### src/rtl/emb_status_pkg.sv
package emb_status_pkg;

    typedef struct packed {
        logic poll;      // bit 7
        logic tog_op;    // bit 6
        logic tmo;       // bit 5
        logic rsv4;      // bit 4
        logic window;    // bit 3
        logic tog_sect;  // bit 2
        logic rsv1;      // bit 1
        logic rsv0;      // bit 0
    } stat_byte_t;

    typedef enum logic [1:0] {
        SRC_ARRAY  = 2'd0,
        SRC_ACTIVE = 2'd1,
        SRC_SUSP   = 2'd2
    } rd_src_t;

    function automatic logic [15:0] widen(input logic [7:0] b, input logic mirror);
        return mirror ? {b, b} : {8'h00, b};
    endfunction

endpackage

### src/rtl/rd_rise_det.sv
module rd_rise_det (
    input  logic clk,
    input  logic rst,
    input  logic stb,
    output logic rise
);
    logic stb_q;

    always_ff @(posedge clk) begin
        if (rst) stb_q <= 1'b0;
        else     stb_q <= stb;
    end

    assign rise = stb & ~stb_q;
endmodule

### src/rtl/toggle_cell.sv
module toggle_cell (
    input  logic clk,
    input  logic rst,
    input  logic step,
    input  logic en,
    output logic q
);
    always_ff @(posedge clk) begin
        if (rst)             q <= 1'b0;
        else if (step && en) q <= ~q;
    end
endmodule

### src/rtl/status_fmt.sv
module status_fmt
    import emb_status_pkg::*;
#(
    parameter int DATA_W = 16
) (
    input  rd_src_t           src,
    input  logic              op_erase,
    input  logic              prog_bit7,
    input  logic              window_closed,
    input  logic              time_exceeded,
    input  logic              tog6,
    input  logic              tog2,
    input  logic              word_mode,
    input  logic [DATA_W-1:0] array_data,
    output logic [DATA_W-1:0] dout
);
    localparam int HALF = DATA_W / 2;
    stat_byte_t sb;

    always_comb begin
        sb          = '0;
        sb.tog_op   = tog6;
        sb.tog_sect = tog2;
        sb.window   = op_erase & window_closed;
        if (src == SRC_SUSP) begin
            sb.poll = 1'b1;
        end else begin
            sb.poll = op_erase ? 1'b0 : ~prog_bit7;
            sb.tmo  = time_exceeded;
        end
    end

    always_comb begin
        if (src == SRC_ARRAY) begin
            dout = word_mode ? array_data
                             : {{(DATA_W-HALF){1'b0}}, array_data[HALF-1:0]};
        end else begin
            dout = DATA_W'(widen(sb, word_mode));
        end
    end
endmodule

### src/rtl/emb_status_gen.sv
module emb_status_gen
    import emb_status_pkg::*;
#(
    parameter int NUM_SECT = 11,
    parameter int DATA_W   = 16,
    parameter int SECT_W   = $clog2(NUM_SECT)
) (
    input  logic                clk,
    input  logic                rst,
    input  logic                rd_stb,
    input  logic [SECT_W-1:0]   rd_sector,
    input  logic [NUM_SECT-1:0] erase_mask,
    input  logic                busy,
    input  logic                op_erase,
    input  logic                suspended,
    input  logic                window_closed,
    input  logic                time_exceeded,
    input  logic                prog_bit7,
    input  logic [DATA_W-1:0]   array_data,
    input  logic                word_mode,
    output logic [DATA_W-1:0]   status_out
);
    logic    rd_rise;
    logic    sect_hit;
    logic    tog6_q;
    logic    tog2_q;
    logic    en6;
    logic    en2;
    rd_src_t src;

    always_comb begin
        sect_hit = 1'b0;
        if (int'(rd_sector) < NUM_SECT) sect_hit = erase_mask[rd_sector];
    end

    always_comb begin
        if (suspended)  src = sect_hit ? SRC_SUSP : SRC_ARRAY;
        else if (busy)  src = SRC_ACTIVE;
        else            src = SRC_ARRAY;
    end

    assign en6 = busy & ~suspended;
    assign en2 = op_erase & sect_hit & (busy | suspended);

    rd_rise_det u_rise (
        .clk  (clk),
        .rst  (rst),
        .stb  (rd_stb),
        .rise (rd_rise)
    );

    toggle_cell u_tog6 (
        .clk  (clk),
        .rst  (rst),
        .step (rd_rise),
        .en   (en6),
        .q    (tog6_q)
    );

    toggle_cell u_tog2 (
        .clk  (clk),
        .rst  (rst),
        .step (rd_rise),
        .en   (en2),
        .q    (tog2_q)
    );

    status_fmt #(.DATA_W(DATA_W)) u_fmt (
        .src           (src),
        .op_erase      (op_erase),
        .prog_bit7     (prog_bit7),
        .window_closed (window_closed),
        .time_exceeded (time_exceeded),
        .tog6          (tog6_q),
        .tog2          (tog2_q),
        .word_mode     (word_mode),
        .array_data    (array_data),
        .dout          (status_out)
    );
endmodule

### config.mk
export PLATFORM = sky130hd
export DESIGN_NAME = emb_status_gen
export DESIGN_NICKNAME = d
export VERILOG_FILES = /design/src/rtl/emb_status_pkg.sv /design/src/rtl/rd_rise_det.sv /design/src/rtl/toggle_cell.sv /design/src/rtl/status_fmt.sv /design/src/rtl/emb_status_gen.sv
export SDC_FILE = /design/constraint.sdc
export NUM_CORES = 1
export LEC_CHECK = 0
export ABC_AREA = 0
export BUFFER_PORTS_ARGS = -buffer_cell sky130_fd_sc_hd__buf_4
export CAP_MARGIN = 10
export CORE_MARGIN = 2
export CORE_UTILIZATION = 37
export DETAILED_ROUTE_END_ITERATION = 7
export PLACE_DENSITY = 0.84
export SETUP_SLACK_MARGIN = 0.2
export SLEW_MARGIN = 20
export SYNTH_ARGS = -nofsm -noshare
export SYNTH_HDL_FRONTEND = slang
export SYNTH_SLANG_ARGS = --single-unit
### constraint.sdc
create_clock -name clk -period 2.83 [get_ports clk]
set_input_delay 0.4245 -clock clk [delete_from_list [all_inputs] [get_ports clk]]
set_output_delay 0.4245 -clock clk [all_outputs]
set_load 0.01 [all_outputs]
* After elaboration in Yosys (flattened, before gate mapping)
Index checks and enable logic that the tools add are counted.
Storage, ports and cells: bits of input ports 41, output and inout bits 16, register bits after elaboration 3
Operators by class: bitwise logic cells 11, order comparisons 2, mux-type cells 12, equality and inequality tests 1, reductions and logical operators 3
Operator list (number):
- $mux 16 | 3
- $mux 1 | 6
- $and 1x1->1 | 5
- $lt 4x5->1 const B | 1
- $not 1->1 | 5
- $bmux 1 s4 | 1
- $lt 4x4->1 const B | 1
- $mux 2 | 2
- $eq 2x2->1 const B | 1
- $logic_and 1x1->1 | 2
- $logic_not 2->1 | 1
- $or 1x1->1 | 1

* Depth between registers and ports, before layout
depth in word-level cells 9, gate-level depth with buffers 6, depth with buffers taken out 5

* Hierarchy
A second synthesis with hierarchy kept.
Second synthesis, totals: cells, all modules 55, area total of the unflattened synthesis 511.7 um^2
Modules (own cells, without submodules):
- status_fmt | instances 1, cells each 29, area each 214.0 um^2
- emb_status_gen | instances 1, cells each 15, area each 157.7 um^2
- toggle_cell | instances 2, cells each 4, area each 46.3 um^2
- rd_rise_det | instances 1, cells each 3, area each 47.5 um^2

* Worst setup path before layout
Ideal clock, no wire load.
path kind input port to output port, start point input rd_sector[1], end point output status_out[11], buffers on the path 1, arrival time 1.824 ns, data required time 2.406 ns, stages 6, setup slack 0.581 ns, cells stage by stage buf_6 mux2_4 a22o_4 a31o_4 nor2_4 mux2i_1
On the way: longest elaborated chain between the ends 7
RTL lines:
- from (decl) | line emb_status_gen.sv:11 | input logic [SECT_W-1:0] rd_sector,
- $bmux 1 s4 | line emb_status_gen.sv:33 | if (int'(rd_sector) < NUM_SECT) sect_hit = erase_mask[rd_sector];
- $mux 1 (implied by the code) | line emb_status_gen.sv:33
- $mux 1 * | line emb_status_gen.sv:33
- $mux 2 * (2 in series) | line emb_status_gen.sv:37 | if (suspended) src = sect_hit ? SRC_SUSP : SRC_ARRAY;
- $logic_not 2->1 * | line status_fmt.sv:34 | if (src == SRC_ARRAY) begin
- $mux 16 * | line status_fmt.sv:34
- to (decl) | line emb_status_gen.sv:21 | output logic [DATA_W-1:0] status_out
Mark *: on every way between the ends. The rest lies on a longest branch, timed or not. The select of a mux whose other input is x is not followed.

* Worst setup path in the final report
start point input rd_sector[1], end point output status_out[2]
Same word-level chain as after synthesis.

==> impl_metrics.json <==
{
  "grt_pass1_wl_um": 2970,
  "first_pass_iters": 4,
  "ant_nets": 0,
  "grt_pass1_vias": 734,
  "end_kind": "output port",
  "drt_iter0_drc": 12,
  "sw_frac_of_total": 0.321,
  "seqPwrFrac": 0.170,
  "yosysWarnings": 0,
  "wl_met2_um": 975,
  "grtUsageTotal": 0.205,
  "crit_family": "compound AO/OA/AOI/OAI gates",
  "top_layer": "met3",
  "async_reset_ff_frac": 0,
  "cp-start-kind": "input port",
  "initial_core_util": 0.411,
  "clockRootBuffer": "clkbuf_4",
  "p_leak_nw": 0.552,
  "n_fill_cell": 116,
  "hold_path.class": "input port to flop",
  "routed_wl_um": 1770,
  "power_switching_mw": 0.0884,
  "ys.flop_type": "dfxtp_1",
  "synth_fp_nets": 113,
  "slew_headroom": 0.696,
  "hold_slack_ns": 0.376,
  "cts_setup_buffers": 0,
  "clk_pin_slew_ns": 0.04,
  "cpMostUsedCell": "buf_4",
  "final_net_count": 172,
  "io_buffers": 56,
  "ctsHoldBuffers": 0,
  "finalCriticalPeriod_ns": 2.39,
  "cts_buffer_depth": 2,
  "avgRoutedWirePerCell_um": 12.2,
  "wl_met3_um": 118,
  "numCtsBuffers": 3,
  "final_common_cell": "buf_4",
  "core_area_sq_um": 1350,
  "syn_avg_cell_area_sq_um": 7.70,
  "fin_skew_ns": 0.00474,
  "routed-via-count": 754,
  "cts.repair.resized": 0,
  "cp_cell_sequence": "buf_4 > mux2_4 > a22o_4 > a31o_4 > o21ai_1 > a21bo_1 > buf_4",
  "max_cap_violations": 0,
  "cts_tree": "yes",
  "pwr-share-clk": 0.273,
  "synth-seq-cells": 3,
  "hold_viol_final": 0,
  "die_h_um": 42.7,
  "drv_slew": 0,
  "syn_area_sq_um": 554,
  "drive_gt1_frac": 0.508,
  "setup_viol": 0,
  "cts.sinks": 3,
  "antenna_found_initial": 0,
  "grt_max_degree": 10,
  "criticalPathCategory": "input port to output port",
  "power.density_nw_per_um2": 276,
  "syn-instance-count": 72,
  "rsz0062_at_grt": "false",
  "via_per_inst": 5.20,
  "status": "finished, final reports clean",
  "dp_hpwl_um": 1550,
  "peakVddDrop_v": 0.000207,
  "timing.final.crit_share": 0.845,
  "drc": 0,
  "max_freq_mhz": 418,
  "worstMarginPinSlew_ns": 0.455,
  "seq_area_frac_synth": 0.108,
  "syn_to_final_growth_pct": 79.9,
  "crit_fanout": 6,
  "setup-tns-final_ns": 0,
  "gp_congestion": 0.753,
  "slowest_delay_ns": 0.31,
  "wl_met1_um": 671,
  "final_cell_mix": "56 x buf_4, 7 x and3_1, 6 x o21ai_0",
  "required_ns": 2.41,
  "h-tree-depth": 1,
  "critPathBufInv": 2,
  "finalPower_mw": 0.276,
  "combPwrFrac": 0.557,
  "synth_cell_types": 31,
  "die_x_um": 42.7,
  "diodes": 0,
  "arrival_ns": 1.97,
  "grt-ovfl-total": 0,
  "die_area_sq_um": 1820,
  "rows": 13,
  "clkLatencyLatePin_ns": 0.23,
  "synth_edf_count": 0,
  "ios": 57,
  "slowest_stage": "mux2_4",
  "power.internal_mw": 0.187
}
-- metal layers --
metal | vias to the layer above | track usage
li1 | 391 | -
met1 | 339 | 0.230
met2 | 24 | 0.376
met3 | 0 | 0.0383
met4 | 0 | 0.0750
met5 | - | 0
-- cell type report --
class	count	area (sq um)	share of cell area
flip-flops and latches	3	60.1	0.0602
clock buffers	4	26.3	0.0263
multi-input cells	63	457	0.458
repair buffers	56	420	0.422
inverters	4	15.0	0.0151
well taps	15	18.8	0.0188
-- worst register-to-register path: stages (launching register included) --
cell       delay (ns)
dfxtp_1          0.29
inv_1            0.06
o2111ai_1        0.14
a2111oi_0        0.39
mux2i_1          0.12
nand2_1          0.07
-- flip-flops by register name, indices dropped and copies added (netlist names) --
signal	cells
u_rise.stb_q	1
u_tog2.q	1
u_tog6.q	1
-- kinds of logic (layout without fill, tap and decap cells) --
family	count (synthesis)	count (layout)	synth area share
buf+inv	6	64	0.0677
simple gates	30	30	0.316
mux	7	7	0.144
flops	3	3	0.108
compound gates	25	25	0.348
xor+xnor	1	1	0.0158
-- synth_stat cells, types with 2 or more instances --
master | n | share of area
mux2i_1 | 5 | 0.090
buf_6 | 2 | 0.041
o21ai_0 | 6 | 0.054
nor2_1 | 5 | 0.034
inv_1 | 4 | 0.027
and3_1 | 7 | 0.079
nand2_1 | 5 | 0.034
nand3_1 | 5 | 0.045
a21bo_1 | 2 | 0.036
dfxtp_1 | 3 | 0.11
nor2b_1 | 3 | 0.034
a21oi_1 | 2 | 0.018
a22o_1 | 2 | 0.032
a31oi_1 | 2 | 0.023
mux2_4 | 2 | 0.054
o21ai_1 | 2 | 0.018
-- final timing paths --
path	endpoint	startpoint	depth (start not counted)	slack, ns
worst max-delay path	status_out[2]	rd_sector[1]	7	0.44
worst min-delay path	u_tog6.q	rst	2	0.38
worst max register to register	u_tog2.q	u_rise.stb_q	5	1.70
worst min register to register	u_tog6.q	u_tog6.q	2	0.52
-- per-stage QoR --
step	instance area [sq um]	setup slack [ns]	instances	util
CTS	997	0.440	145	0.739
global route	997	0.310	145	0.739
finish	997	0.439	145	0.739
detailed placement	971	0.440	141	0.719
global placement	971	0.471	141	0.719
floorplan	554	0.581	72	-
-- power by group through the flow --
stage	Combinational (mW)	Sequential (mW)	Clock [mW]
after floorplan	0.0743	0.0466	0
after global placement	0.151	0.0470	0
after detailed placement	0.155	0.0473	0
after CTS	0.155	0.0467	0.0799
after global routing	0.167	0.0469	0.0820
final	0.154	0.0467	0.0753
(Power assumes the default switching activity.)
